`config.mk`:
```
export PLATFORM = sky130hd
export DESIGN_NAME = prio_irq_ctrl
export DESIGN_NICKNAME = d
export VERILOG_FILES = /design/src/rtl/pic_pkg.sv /design/src/rtl/pic_pulse_qual.sv /design/src/rtl/pic_src_sel.sv /design/src/rtl/pic_prio_enc.sv /design/src/rtl/prio_irq_ctrl.sv
export SDC_FILE = /design/constraint.sdc
export NUM_CORES = 1
export LEC_CHECK = 0
export ABC_CLOCK_PERIOD_IN_PS = 2100
export BUFFER_PORTS_ARGS = -buffer_cell sky130_fd_sc_hd__buf_2
export CAP_MARGIN = 20
export CORE_AREA = 2 2 108 162
export CTS_BUF_LIST = sky130_fd_sc_hd__clkbuf_4
export DETAILED_ROUTE_END_ITERATION = 7
export DIE_AREA = 0 0 110 164
export PLACE_DENSITY = 0.66
export SLEW_MARGIN = 10
export SYNTH_ARGS = -nofsm -noshare
export SYNTH_HDL_FRONTEND = slang
export SYNTH_HIERARCHICAL = 1
export SYNTH_SLANG_ARGS = --single-unit
```
`constraint.sdc`:
```
create_clock -name clk_i -period 2.1 [get_ports clk_i]
set_clock_uncertainty 0.1 [all_clocks]
set_input_delay 0.105 -clock clk_i [delete_from_list [all_inputs] [get_ports clk_i]]
set_output_delay 0.105 -clock clk_i [all_outputs]
set_load 0.02 [all_outputs]
```
`src/rtl/pic_pkg.sv`:
```
package pic_pkg;
  localparam int NUM_LINES = 16;
  localparam int NUM_FIXED = 4;
  localparam int NUM_EXT   = 4;
  localparam int NUM_PER   = 12;
  localparam int NUM_SRC   = NUM_EXT + NUM_PER;
  localparam int SEL_W     = $clog2(NUM_SRC);
  localparam int VEC_W     = $clog2(NUM_LINES);
  localparam int ADDR_W    = 5;
  localparam int DATA_W    = 32;
  localparam int EXT_MIN   = 4;
  localparam int NMI_MIN   = 2;
  localparam int SEL_BASE  = 16;

  localparam logic [ADDR_W-1:0] A_FLAG = ADDR_W'(0);
  localparam logic [ADDR_W-1:0] A_CLR  = ADDR_W'(1);
  localparam logic [ADDR_W-1:0] A_IEN  = ADDR_W'(2);
  localparam logic [ADDR_W-1:0] A_STAT = ADDR_W'(3);
endpackage

```
`src/rtl/pic_pulse_qual.sv`:
```
module pic_pulse_qual #(
  parameter int MIN_W = 4
) (
  input  logic clk_i,
  input  logic rst_ni,
  input  logic pin_i,
  output logic lvl_o
);
  localparam int CNT_W = $clog2(MIN_W + 1);

  logic             lvl_q;
  logic [CNT_W-1:0] cnt_q;

  // level flips only after MIN_W consecutive samples of the opposite value
  always_ff @(posedge clk_i or negedge rst_ni) begin
    if (!rst_ni) begin
      lvl_q <= 1'b0;
      cnt_q <= '0;
    end else if (pin_i == lvl_q) begin
      cnt_q <= '0;
    end else if (cnt_q == CNT_W'(MIN_W - 1)) begin
      lvl_q <= pin_i;
      cnt_q <= '0;
    end else begin
      cnt_q <= cnt_q + CNT_W'(1);
    end
  end

  assign lvl_o = lvl_q;

  AST_QUAL_FOLLOWS_PIN: assert property (@(posedge clk_i) disable iff (!rst_ni)
    (lvl_q != $past(lvl_q)) |-> (lvl_q == $past(pin_i)));
endmodule

```
`src/rtl/pic_src_sel.sv`:
```
module pic_src_sel #(
  parameter int NUM_SRC  = 16,
  parameter int NUM_SLOT = 12,
  parameter int SEL_W    = 4
) (
  input  logic [NUM_SRC-1:0]              pool_i,
  input  logic [NUM_SLOT-1:0][SEL_W-1:0]  sel_i,
  output logic [NUM_SLOT-1:0]             src_o
);
  for (genvar k = 0; k < NUM_SLOT; k++) begin : g_slot
    assign src_o[k] = (int'(sel_i[k]) < NUM_SRC) ? pool_i[sel_i[k]] : 1'b0;
  end
endmodule

```
`src/rtl/pic_prio_enc.sv`:
```
module pic_prio_enc #(
  parameter int N     = 16,
  parameter int VEC_W = 4
) (
  input  logic [N-1:0]     pend_i,
  output logic             any_o,
  output logic [VEC_W-1:0] vec_o
);
  always_comb begin
    any_o = 1'b0;
    vec_o = '0;
    for (int i = N - 1; i >= 0; i--) begin
      if (pend_i[i]) begin
        any_o = 1'b1;
        vec_o = i[VEC_W-1:0];
      end
    end
  end
endmodule

```
`src/rtl/prio_irq_ctrl.sv`:
```
module prio_irq_ctrl
  import pic_pkg::*;
#(
  parameter int EXT_MIN_W = EXT_MIN,
  parameter int NMI_MIN_W = NMI_MIN
) (
  input  logic                 clk_i,
  input  logic                 rst_ni,
  input  logic                 rst_evt_i,
  input  logic                 nmi_pin_i,
  input  logic [NUM_FIXED-3:0] rsv_irq_i,
  input  logic [NUM_EXT-1:0]   ext_pin_i,
  input  logic [NUM_PER-1:0]   per_evt_i,
  input  logic                 reg_we_i,
  input  logic [ADDR_W-1:0]    reg_addr_i,
  input  logic [DATA_W-1:0]    reg_wdata_i,
  output logic [DATA_W-1:0]    reg_rdata_o,
  input  logic                 ack_i,
  input  logic                 rti_i,
  output logic                 irq_o,
  output logic [VEC_W-1:0]     vec_o
);
  localparam int NUM_MASK = NUM_LINES - NUM_FIXED;

  logic [NUM_EXT-1:0]                  ext_lvl;
  logic                                nmi_lvl;
  logic [NUM_SRC-1:0]                  pool;
  logic [NUM_MASK-1:0]                 slot_src;
  logic [NUM_LINES-1:0]                line_src, src_prev_q, set_vec;
  logic [NUM_LINES-1:0]                flag_q, ack_clr, sw_clr, pend;
  logic [NUM_LINES-1:NUM_FIXED]        ien_q;
  logic [NUM_MASK-1:0][SEL_W-1:0]      sel_q;
  logic                                gie_q, pgie_q;
  logic                                irq, take;
  logic [VEC_W-1:0]                    vec;

  // pin conditioning
  for (genvar i = 0; i < NUM_EXT; i++) begin : g_ext_qual
    pic_pulse_qual #(.MIN_W(EXT_MIN_W)) u_qual (
      .clk_i(clk_i), .rst_ni(rst_ni), .pin_i(ext_pin_i[i]), .lvl_o(ext_lvl[i])
    );
  end

  pic_pulse_qual #(.MIN_W(NMI_MIN_W)) u_nmi_qual (
    .clk_i(clk_i), .rst_ni(rst_ni), .pin_i(nmi_pin_i), .lvl_o(nmi_lvl)
  );

  assign pool = {per_evt_i, ext_lvl};

  pic_src_sel #(.NUM_SRC(NUM_SRC), .NUM_SLOT(NUM_MASK), .SEL_W(SEL_W)) u_sel (
    .pool_i(pool), .sel_i(sel_q), .src_o(slot_src)
  );

  assign line_src = {slot_src, rsv_irq_i, nmi_lvl, rst_evt_i};
  assign set_vec  = line_src & ~src_prev_q;

  // selector registers, one per maskable line
  for (genvar k = 0; k < NUM_MASK; k++) begin : g_sel_reg
    logic wr_sel;
    assign wr_sel = reg_we_i && (reg_addr_i == ADDR_W'(SEL_BASE + NUM_FIXED + k));
    always_ff @(posedge clk_i or negedge rst_ni) begin
      if (!rst_ni)     sel_q[k] <= SEL_W'(k);
      else if (wr_sel) sel_q[k] <= reg_wdata_i[SEL_W-1:0];
    end
  end

  // presentation
  assign pend = flag_q & {ien_q & {NUM_MASK{gie_q}}, {NUM_FIXED{1'b1}}};

  pic_prio_enc #(.N(NUM_LINES), .VEC_W(VEC_W)) u_enc (
    .pend_i(pend), .any_o(irq), .vec_o(vec)
  );

  assign irq_o   = irq;
  assign vec_o   = vec;
  assign take    = ack_i && irq;
  assign ack_clr = take ? (NUM_LINES'(1) << vec) : '0;
  assign sw_clr  = (reg_we_i && reg_addr_i == A_CLR) ? reg_wdata_i[NUM_LINES-1:0] : '0;

  // flags: a new edge wins over any clear
  always_ff @(posedge clk_i or negedge rst_ni) begin
    if (!rst_ni) begin
      flag_q     <= '0;
      src_prev_q <= '0;
    end else begin
      flag_q     <= (flag_q & ~(ack_clr | sw_clr)) | set_vec;
      src_prev_q <= line_src;
    end
  end

  always_ff @(posedge clk_i or negedge rst_ni) begin
    if (!rst_ni)                               ien_q <= '0;
    else if (reg_we_i && reg_addr_i == A_IEN)  ien_q <= reg_wdata_i[NUM_LINES-1:NUM_FIXED];
  end

  // global enable: ack > return > status write
  always_ff @(posedge clk_i or negedge rst_ni) begin
    if (!rst_ni) begin
      gie_q  <= 1'b0;
      pgie_q <= 1'b0;
    end else if (take) begin
      pgie_q <= gie_q;
      gie_q  <= 1'b0;
    end else if (rti_i) begin
      gie_q  <= pgie_q;
    end else if (reg_we_i && reg_addr_i == A_STAT) begin
      gie_q  <= reg_wdata_i[0];
      pgie_q <= reg_wdata_i[1];
    end
  end

  always_comb begin
    reg_rdata_o = '0;
    if (reg_addr_i == A_FLAG) reg_rdata_o[NUM_LINES-1:0] = flag_q;
    if (reg_addr_i == A_IEN)  reg_rdata_o[NUM_LINES-1:0] = {ien_q, {NUM_FIXED{1'b1}}};
    if (reg_addr_i == A_STAT) reg_rdata_o[1:0] = {pgie_q, gie_q};
    for (int k = 0; k < NUM_MASK; k++) begin
      if (reg_addr_i == ADDR_W'(SEL_BASE + NUM_FIXED + k)) reg_rdata_o[SEL_W-1:0] = sel_q[k];
    end
  end

  AST_VEC_LOWEST: assert property (@(posedge clk_i) disable iff (!rst_ni)
    irq |-> (pend[vec] && ((pend & ((NUM_LINES'(1) << vec) - NUM_LINES'(1))) == '0)));
  AST_MASKED_NEEDS_GIE: assert property (@(posedge clk_i) disable iff (!rst_ni)
    (irq && int'(vec) >= NUM_FIXED) |-> gie_q);
  AST_ACK_CLEARS_GIE: assert property (@(posedge clk_i) disable iff (!rst_ni)
    take |=> !gie_q);
  AST_ACK_SAVES_GIE: assert property (@(posedge clk_i) disable iff (!rst_ni)
    take |=> (pgie_q == $past(gie_q)));
  AST_RTI_RESTORES: assert property (@(posedge clk_i) disable iff (!rst_ni)
    (rti_i && !take) |=> (gie_q == $past(pgie_q)));
endmodule

```
==> summary.txt <==
Yosys cell types -> 57
Logic pwr share -> 36.6%
Vias per cell -> 6.09
CP dominant cell by count -> buf_4
Normalized max-slew margin -> 54.8%
Crit. End Element -> output port
ANT nets after route -> 0
H-tree depth reported by CTS -> 4
EDFF count, synth -> 0
Routed WL per cell -> 22.9 um
Post-synthesis cell count -> 602
Met2 usage -> 46.8%
Final net count -> 856
Met3 Track Usage GR -> 5.71%
CP bufs+invs -> 5
Initial antenna violation count -> 1
Status -> finished, violations left
Gr ovfl total -> 0
MaxCap Viol Count -> 0
PwrDens -> 887 nW/um^2
Critical-path maximum fanout -> 7
Most common cell in the netlist -> dfrtp_1
Core area -> 16600 sq um
Switching share of total power -> 33.8%
PnR worst setup slack -> -0.397 ns
Failing checks -> negative setup slack
Synthesized area per cell -> 12.2 sq um
First-pass GRT wire length -> 35.1 mm
Leakage power -> 4.32 nW
Net Switching -> 0.00296 W
GRT Util Overall -> 26.3%
CP Data Arrival Time -> 2.29 ns
Root Driver -> clkbuf_4
Predominant post-synthesis flop cell -> dfrtp_1
Slowest cell delay on critical path -> 0.43 ns
Initial Util -> 44.4%
Ratio of cells with drive above 1 in the final layout -> 49.6%
Latest clock arrival within the worst-skew pair -> 0.56 ns
Dpl cells -> 907
DR iter-0 viols -> 535
Async set-reset flop share out of synthesis -> 100%
Clock power frac -> 24.3%
Register share of total power -> 39.1%
CP Class -> reg2out
Place WS -> -0.316 ns
CTS tree -> built
Clk buf depth -> 2
Buffers on Ports -> 66
Drt first pass iters -> 7
Largest net degree at the start of global routing -> 50
Final Util -> 59.3%
Reg area -> 2870 sq um
Sequential area share after synthesis -> 38.7%
Final setup viols -> 24
Slowest CP cell -> dfrtp_2
Full die area -> 18000 sq um
Synth-to-layout area growth -> 33.7%
Number of remaining DRC errors -> 0
RD Place Congestion -> 0.992
Actual slew at the worst max-slew pin -> 0.678 ns
Met1 Usage GRT -> 28.9%
Chip width -> 110 um
HPWL Detailed -> 15.8 mm
Synthesis Warnings -> 6
Top Usage Layer GRT -> met2
# clock sinks -> 113
Final max-slew violation count -> 0
Die Ht -> 164 um
IO Pins -> 99
# fillers -> 1266
Largest area contributor in the netlist -> dfrtp_1
WL final -> 23.2 mm
Clock-pin slew of the registers on the worst-case setup and hold paths -> 0.11 ns
Worst hold path type -> in2async
Via count -> 6176
CTS Buf Count -> 17
Synth Cell Area -> 7370 sq um
F_max -> 401 MHz
Design area -> 9850 sq um
Final min period -> 2.50 ns
Fin crit share -> 119%
Area contributors post-synth -> dfrtp_1, mux4_1, mux2_2, dfstp_2, mux2i_1
Synth top area share -> 31.6%
FF+latch count, synth -> 113
CP delay by family, top -> buffers and inverters
Row cnt -> 58
Unrepaired setup endpoints after global routing -> true
Area occupied by multi-input gates -> 4620 sq um
CP startpoint kind -> flip-flop
Internal power -> 0.00579 W
Top cells by count, synth -> dfrtp_1, mux2_2, mux2i_1, mux4_1, nor2_1
Hold WS -> 0.00818 ns
Placed inst area -> 8290 sq um
Number of global-route vias before repair -> 6368
Critical Path RT -> 1.89 ns
Hold violation count in the final report -> 0
Critical path, cell by cell -> buf_6 -> and3_4 -> buf_4 -> buf_4 -> nor2_1 -> o31ai_1 -> a31oi_2 -> buf_4 -> buf_6
Final cell count without fillers -> 1014
Worst IR Drop VDD -> 510 uV
-- registers in the layout, indices dropped and copies added, names as in the netlist, 2 cells and up --
signal,cells
flag_q,16
g_ext_qual.u_qual/cnt_q,12
g_ext_qual.u_qual/lvl_o,4
ien_q,12
sel_q,48
src_prev_q,16
u_nmi_qual/cnt_q,2
-- power groups by stage --
stage / clock network, W / registers, W / logic (W)
6_report: 0.00212 / 0.00342 / 0.00320
5_1_grt: 0.00227 / 0.00348 / 0.00341
4_1_cts: 0.00216 / 0.00340 / 0.00305
3_5_place_dp: 0 / 0.00348 / 0.00250
3_3_place_gp: 0 / 0.00344 / 0.00242
2_1_floorplan: 0 / 0.00317 / 0.00191
-- what timing repair did --
action | 4_1_cts | 5_1_grt
resized for setup | 127 | 29
hold buffers | 32 | 0
setup buffers | 33 | 15
hold endpoints to repair | 189 | 0
setup endpoints to repair | 26 | 27
pin swaps | 62 | 32
-- final timing paths --
check	startpoint	end	slack, ns	depth (start not counted)
worst max-delay path	gie_q$_DFFE_PN0P_	vec_o[1]	-0.40	9
worst min-delay path	rst_ni	src_prev_q[3]$_DFF_PN0_	0.008	2
min in group clk_i	rst_evt_i	src_prev_q[0]$_DFF_PN0_	0.10	2
max in group asynchronous	rst_ni	sel_q[36]$_DFFE_PN1P_	1.13	3
worst min register to register	src_prev_q[6]$_DFF_PN0_	flag_q[6]$_DFF_PN0_	0.31	1
worst max register to register	gie_q$_DFFE_PN0P_	flag_q[7]$_DFF_PN0_	-0.39	12
-- cell usage in the layout (no fill, tap or decap), types with 4 or more instances in the layout --
cell type,netlist,routed
nor2_1,39,35
nor3b_1,11,8
nor3_1,10,6
mux4_2,9,9
nor2b_1,6,4
conb_1,1,16
dfrtp_2,0,12
dfrtp_1,93,81
nand3b_1,4,4
buf_2,15,56
dlygate4sd3_1,0,32
nand2b_1,4,4
bufinv_16,0,6
mux4_1,41,41
o21ai_0,26,5
o21ai_1,0,19
a21oi_1,18,11
mux2_4,12,15
a22o_1,13,13
buf_4,17,91
nand3_1,6,5
nor2b_4,5,7
dfstp_2,20,20
mux2i_1,42,42
and3_4,0,12
mux2_2,54,51
clkbuf_4,0,18
xnor2_1,5,5
a22oi_2,0,12
nor2_4,1,4
nand2_1,30,26
o211ai_1,4,4
buf_12,0,4
nor3_2,1,4
a21oi_2,0,5
ha_1,4,4
inv_1,20,19
buf_6,9,24
-- logic make-up (layout without fill, tap and decap cells) --
family | Yosys count | count (layout) | synth area share [%]
multiplexers | 159 | 159 | 33.9
AND/OR/NAND/NOR | 147 | 147 | 11.3
flip-flops | 113 | 113 | 38.7
AO/OA/AOI/OAI | 99 | 99 | 8.93
buffers and inverters | 74 | 260 | 5.86
XOR/XNOR | 5 | 5 | 0.594
adder cells (fa/ha/maj) | 4 | 4 | 0.679
other | 1 | 17 | 0.0509
-- stage by stage --
step	power (W)	TNS, ns
after floorplan	0.00509	-3.18
after global placement	0.00586	-2.84
after detailed placement	0.00599	-4.10
after CTS	0.00862	-4.63
after global routing	0.00916	-7.83
final	0.00874	-6.39
-- per-layer routing --
layer	vias to the layer above	part of all wire (%)
li1	2666	-
met1	3100	37
met2	323	53
met3	87	5.6
met4	0	4.9
met5	-	0
-- layout make-up --
class | instances | share of cell area, %
diodes | 1 | 0.0254
clock inverters | 14 | 2.40
inverters | 20 | 0.762
clock buffers | 18 | 1.37
flip-flops and latches | 113 | 29.1
multi-input cells | 430 | 46.9
repair buffers | 208 | 16.7
well taps | 210 | 2.67
Power figures use the tool's default switching activity.
